==> src/rtl/cfg_rx_pkg.sv <==
package cfg_rx_pkg;

    typedef enum logic [1:0] {
        ST_LOAD = 2'd0,
        ST_CHK  = 2'd1,
        ST_FWD  = 2'd2,
        ST_FAIL = 2'd3
    } rx_state_e;

    localparam int          CRC_W    = 16;
    localparam logic [15:0] CRC_POLY = 16'h1021;
    localparam logic [15:0] CRC_SEED = 16'hFFFF;

    function automatic logic [15:0] crc_step(input logic [15:0] c, input logic b);
        logic fb;
        fb = c[15] ^ b;
        return {c[14:0], 1'b0} ^ (fb ? CRC_POLY : 16'h0000);
    endfunction

endpackage

==> src/rtl/cfg_crc16_acc.sv <==
module cfg_crc16_acc
    import cfg_rx_pkg::*;
(
    input  logic        clk,
    input  logic        clr,
    input  logic        en,
    input  logic        bit_i,
    output logic [15:0] crc_o
);

    logic [15:0] crc_d, crc_q;

    always_comb begin
        crc_d = crc_q;
        if (clr)
            crc_d = CRC_SEED;
        else if (en)
            crc_d = crc_step(crc_q, bit_i);
    end

    always_ff @(posedge clk) begin
        crc_q <= crc_d;
    end

    assign crc_o = crc_q;


    crc_hold_chk: assert property (@(posedge clk) disable iff (clr)
        !en |=> $stable(crc_q));

endmodule

==> src/rtl/cfg_fwd_count.sv <==
module cfg_fwd_count #(
    parameter int WORD_BITS = 32,
    parameter int FWD_WORDS = 1048575
) (
    input  logic clk,
    input  logic clr,
    input  logic en,
    output logic full_o
);

    localparam int BCW = (WORD_BITS > 1) ? $clog2(WORD_BITS) : 1;
    localparam int WCW = $clog2(FWD_WORDS + 1);
    localparam logic [BCW-1:0] BIT_LAST = BCW'(WORD_BITS - 1);
    localparam logic [WCW-1:0] WORD_LIM = WCW'(FWD_WORDS);

    typedef struct packed {
        logic [BCW-1:0] bits;
        logic [WCW-1:0] words;
    } cnt_t;

    cnt_t cnt_d, cnt_q;
    logic full;

    assign full = (cnt_q.words == WORD_LIM);

    always_comb begin
        cnt_d = cnt_q;
        if (clr) begin
            cnt_d = '0;
        end else if (en && !full) begin
            if (cnt_q.bits == BIT_LAST) begin
                cnt_d.bits  = '0;
                cnt_d.words = cnt_q.words + 1'b1;
            end else begin
                cnt_d.bits = cnt_q.bits + 1'b1;
            end
        end
    end

    always_ff @(posedge clk) begin
        cnt_q <= cnt_d;
    end

    assign full_o = full;


    no_overflow_chk: assert property (@(posedge clk) disable iff (clr)
        cnt_q.words <= WORD_LIM);


    full_hold_chk: assert property (@(posedge clk) disable iff (clr)
        full |=> full_o);

endmodule

==> src/rtl/serial_cfg_rx.sv <==
module serial_cfg_rx
    import cfg_rx_pkg::*;
#(
    parameter int PAYLOAD_BITS = 64,
    parameter int WORD_BITS    = 32,
    parameter int FWD_WORDS    = 1048575
) (
    input  logic       clk,
    input  logic       prog,
    input  logic [2:0] mode_i,
    input  logic       init_rdy_i,
    input  logic       din,
    output logic       dout_o,
    output logic       done_o,
    output logic       err_o,
    output logic       init_drive_o
);

    localparam int CW = $clog2((PAYLOAD_BITS > CRC_W) ? PAYLOAD_BITS : CRC_W);
    localparam logic [CW-1:0] PAY_LAST = CW'(PAYLOAD_BITS - 1);
    localparam logic [CW-1:0] CHK_LAST = CW'(CRC_W - 1);

    typedef struct packed {
        rx_state_e   state;
        logic [CW-1:0] cnt;
        logic [15:0] rx;
        logic        done;
        logic        err;
        logic        dout;
    } regs_t;

    regs_t r_d, r_q;

    logic        mode_ok;
    logic        take;
    logic        crc_en;
    logic        fwd_en;
    logic        fwd_full;
    logic [15:0] crc_val;
    logic        unused_mode_m2;

    assign unused_mode_m2 = mode_i[2];
    assign mode_ok = mode_i[0] & mode_i[1];
    assign take    = mode_ok & init_rdy_i & ~r_q.err & ~prog;
    assign crc_en  = take & (r_q.state == ST_LOAD);
    assign fwd_en  = take & (r_q.state == ST_FWD);

    cfg_crc16_acc i_crc (
        .clk   (clk),
        .clr   (prog),
        .en    (crc_en),
        .bit_i (din),
        .crc_o (crc_val)
    );

    cfg_fwd_count #(
        .WORD_BITS (WORD_BITS),
        .FWD_WORDS (FWD_WORDS)
    ) i_fwd (
        .clk    (clk),
        .clr    (prog),
        .en     (fwd_en),
        .full_o (fwd_full)
    );

    always_comb begin
        r_d = r_q;
        if (prog) begin
            r_d = '0;
            r_d.state = ST_LOAD;
        end else if (take) begin
            unique case (r_q.state)
                ST_LOAD: begin
                    if (r_q.cnt == PAY_LAST) begin
                        r_d.cnt   = '0;
                        r_d.state = ST_CHK;
                    end else begin
                        r_d.cnt = r_q.cnt + 1'b1;
                    end
                end
                ST_CHK: begin
                    r_d.rx = {r_q.rx[14:0], din};
                    if (r_q.cnt == CHK_LAST) begin
                        r_d.cnt = '0;
                        if ({r_q.rx[14:0], din} == crc_val) begin
                            r_d.done  = 1'b1;
                            r_d.state = ST_FWD;
                        end else begin
                            r_d.err   = 1'b1;
                            r_d.state = ST_FAIL;
                        end
                    end else begin
                        r_d.cnt = r_q.cnt + 1'b1;
                    end
                end
                ST_FWD: begin
                    r_d.dout = fwd_full ? 1'b0 : din;
                end
                default: begin
                    r_d = r_q;
                end
            endcase
        end
    end

    always_ff @(posedge clk) begin
        r_q <= r_d;
    end

    assign dout_o       = r_q.dout;
    assign done_o       = r_q.done;
    assign err_o        = r_q.err;
    assign init_drive_o = ~r_q.err;


    no_done_err_chk: assert property (@(posedge clk) disable iff (prog)
        !(r_q.done && r_q.err));


    dout_quiet_chk: assert property (@(posedge clk) disable iff (prog)
        !r_q.done |-> !dout_o);


    done_hold_chk: assert property (@(posedge clk) disable iff (prog)
        r_q.done |=> done_o);


    gate_chk: assert property (@(posedge clk) disable iff (prog)
        !init_rdy_i |=> ($stable(r_q.cnt) && $stable(r_q.state) && $stable(dout_o)));


    fail_freeze_chk: assert property (@(posedge clk) disable iff (prog)
        r_q.err |=> (err_o && !init_drive_o && $stable(r_q.state)));


    prog_clear_chk: assert property (@(posedge clk)
        prog |=> (!done_o && !err_o && !dout_o && init_drive_o));

endmodule

==> config.mk <==
export PLATFORM = sky130hd
export DESIGN_NAME = serial_cfg_rx
export DESIGN_NICKNAME = d
export VERILOG_FILES = /design/src/rtl/cfg_rx_pkg.sv /design/src/rtl/cfg_crc16_acc.sv /design/src/rtl/cfg_fwd_count.sv /design/src/rtl/serial_cfg_rx.sv
export SDC_FILE = /design/constraint.sdc
export NUM_CORES = 1
export LEC_CHECK = 0
export BUFFER_PORTS_ARGS = -buffer_cell sky130_fd_sc_hd__buf_2
export CORE_MARGIN = 3
export CORE_UTILIZATION = 53
export DETAILED_ROUTE_END_ITERATION = 10
export PLACE_DENSITY = 0.7
export SETUP_SLACK_MARGIN = 0.4
export SLEW_MARGIN = 5
export SYNTH_ARGS = -nofsm -noshare
export SYNTH_HDL_FRONTEND = slang
export SYNTH_SLANG_ARGS = --single-unit
==> constraint.sdc <==
create_clock -name clk -period 7.2 [get_ports clk]
set_clock_uncertainty 0.1 [all_clocks]
set_input_delay 0.36 -clock clk [delete_from_list [all_inputs] [get_ports clk]]
set_output_delay 0.36 -clock clk [all_outputs]
set_load 0.05 [all_outputs]
==> insert_results.sql <==
INSERT INTO impl_metrics (metric_group, metric, value, unit) VALUES
('run_status', 'run_status', 'completed', ''),
('pwr', 'netSwitchingPower', '0.0001566', 'W'),
('setup_path', 'crit_path_max_fanout', '46', ''),
('floorplanning', 'fp.dieH', '82.32', 'um'),
('synthesis', 'edff_count_synth', '0', ''),
('sta', 'fin_setup_tns', '0', 'ps'),
('global_route', 'grt_usage', '20.06', '%'),
('sta', 'rsz_0062_raised_after_global_routing', 'false', ''),
('floorplanning', 'core_region_area', '5574', 'um^2'),
('cells_and_area', 'layout.nets', '386', ''),
('pwr', 'clock_power_share', '40.3', '%'),
('cts', 'cts_hold_buf', '0', ''),
('global_route', 'met2_usage', '32.85', '%'),
('route', 'post_drt_wl_per_cell', '13.64', 'um'),
('pwr', 'power.leakage', '1.172', 'nW'),
('synthesis', 'synth.net_count', '384', ''),
('sta', 'maxSlewViolCount', '0', ''),
('sta', 'slew-limit-headroom', '32.93', '%'),
('setup_path', 'timing.reg2reg.worst_path_depth', '7', ''),
('global_route', 'grt.busiest_layer', 'met2', ''),
('sta', 'report.final.hold_viol_count', '0', ''),
('setup_path', 'worstSetupEndpointType', 'flop', ''),
('cells_and_area', 'fin_cells', '451', ''),
('cells_and_area', 'layout-area-overhead-vs-synth', '6.729', '%'),
('synthesis', 'synth_seq_area_share', '43.45', '%'),
('route', 'number_of_drc_violations_after_detailed_routing', '0', ''),
('place', 'port_buffers', '9', ''),
('cells_and_area', 'most-common-layout-cells', 'nand2_1, dfxtp_1, a21oi_1', ''),
('cts', 'tritoncts', 'done', ''),
('cts', 'clock_latency_on_the_worst_skew_pair', '330', 'ps'),
('global_route', 'met3_usage', '3.796', '%'),
('setup_path', 'startpoint_type', 'input port', ''),
('cts', 'tritoncts.num_buffers', '9', ''),
('place', 'numPlacedInstances', '436', ''),
('synthesis', 'synthArstFlopShare', '0', '%'),
('cts', 'cts-htree-levels', '3', ''),
('global_route', 'global_route_wire_length_before_repair', '10480', 'um'),
('synthesis', 'synth-seq-cells', '67', ''),
('route', 'drt.antenna.violating_nets', '0', ''),
('synthesis', 'postSynthCellCount', '373', ''),
('pwr', 'peak_supply_drop', '0.1538', 'mV'),
('cts', 'post-cts-setup-buffers', '0', ''),
('pwr', 'power.share.combinational', '3.4', '%'),
('route', 'first_pass_iters', '4', ''),
('cells_and_area', 'drive_above_1_share', '9.235', '%'),
('cells_and_area', 'n_antenna_cell', '0', ''),
('floorplanning', 'core.rowCount', '27', ''),
('global_route', 'grt_use_met1', '24.68', '%'),
('floorplanning', 'die-area', '6776', 'um^2'),
('sta', 'hold_slack', '240.9', 'ps'),
('route', 'wl', '6152', 'um'),
('sta', 'min_period_over_period', '36.34', '%'),
('sta', 'tightestPinTransition', '1001', 'ps'),
('worst_hold_path', 'holdPathStages', '3', ''),
('synthesis', 'yosysWarningCount', '0', ''),
('flow_run', 'maxCapViolCount', '0', ''),
('pwr', 'netSwitchingFraction', '23.40', '%'),
('sta', 'report.final.setup_viol', '0', ''),
('route', 'dr.first_iter.drc_count', '133', ''),
('synthesis', 'synthesis.area_per_instance', '8.275', 'um^2'),
('cells_and_area', 'layout.cells.most_common', 'nand2_1', ''),
('route', 'avgViaCountPerCell', '5.732', ''),
('route', 'dr_total_vias', '2585', ''),
('pwr', 'power_dens_cells', '203.1', 'nW/um^2'),
('cts', 'cts_repair_resize_count', '0', ''),
('floorplanning', 'pin_count', '11', ''),
('global_route', 'grt_overflow', '0', ''),
('setup_path', 'worst-endpoint-arrival', '2760', 'ps'),
('cts', 'clockRootBuffer', 'clkbuf_8', ''),
('global_route', 'grt_antenna_before_repair', '0', ''),
('floorplanning', 'die_x', '82.32', 'um');
-- area by class of cell --
class                           instances  area, um^2
Fill cell                             497        2280
Inverter                                3       11.26
Sequential cell                        67        1341
Clock buffer                           12       145.1
Tap cell                               72       90.09
Multi-Input combinational cell        283        1632
Timing Repair Buffer                   11       60.06
Clock inverter                          3       15.01
-- kinds of logic after synthesis --
| logic type | synth area share (%) |
|---|---|
| flip-flops | 43.45 |
| multiplexers | 0.9729 |
| buffers and inverters | 3.688 |
| XOR/XNOR | 7.094 |
| AO/OA/AOI/OAI | 13.66 |
| AND/OR/NAND/NOR | 29.51 |
| adder cells (fa/ha/maj) | 1.621 |
-- state kept, by name, summed over array words and instances, names as in the netlist --
signal       count
err_o            1
i_fwd.cnt_q     25
done_o           1
dout_o           1
r_q             23
i_crc.crc_o     16
-- Yosys cell counts, types with 2 or more instances --
library cell   n  area, um^2
xor2_1        19       166.4
and4_1         3       26.28
nand3_1       31       155.2
o31ai_1        5       37.54
ha_1           4       50.05
nand4_1        8       50.05
nor4_1         8       50.05
nor2_1        18       67.56
mux2i_1        3       30.03
buf_6          3       33.78
dfxtp_1       67        1341
nor3_1         2       10.01
o21ai_0       13       65.06
a21oi_1       38       190.2
o211ai_1       2       15.01
xnor2_1        6       52.55
nand2_1       79       296.5
clkbuf_1      15       56.30
inv_1          3       11.26
or3_1         11       68.82
or4_1          6       45.04
and3_1         4       25.02
-- worst max-delay path, cell delays in order --
cell and delay, ps:
buf_2 90, buf_4 270, or3b_1 620, nor3_2 890, a21oi_1 200, o41ai_2 300
-- layer usage --
layer	vias to the layer above	routed length (um)	share of wire (%)
met5	-	0	0
met4	0	104	1.7
li1	1329	-	-
met1	1207	2900	47
met3	9	224	3.6
met2	40	2921	47
-- power by group through the flow --
stage	sequential (W)	combinational, W	clock (W)
finish	0.000377	0.0000229	0.000269
global route	0.000377	0.0000260	0.000288
CTS	0.000377	0.0000232	0.000275
detailed placement	0.000385	0.0000230	0
global placement	0.000385	0.0000227	0
floorplan	0.000385	0.0000186	0
-- final timing paths --
kind / from / end / slack (ps)
worst max-delay path: prog / r_q[25]$_SDFFE_PP0P_ / 4580
worst min-delay path: din / r_q[3]$_SDFFE_PP0P_ / 240
worst min register to register: done_o$_SDFFE_PP0P_ / done_o$_SDFFE_PP0P_ / 360
worst max register to register: i_fwd.cnt_q[20]$_SDFFE_PP0P_ / i_fwd.cnt_q[19]$_SDFFE_PP0P_ / 4600
-- metrics by stage --
step	total power (W)	setup WS, ps	utilization (%)	cell area [um^2]
6_report	0.0006692	4583	59.10	3294
5_1_grt	0.0006910	4446	59.10	3294
4_1_cts	0.0006752	4598	59.10	3294
3_5_place_dp	0.0004084	4296	56.23	3134
3_3_place_gp	0.0004080	4301	56.23	3134
2_1_floorplan	0.0004034	4860	-	3087
(Power assumes the default switching activity.)
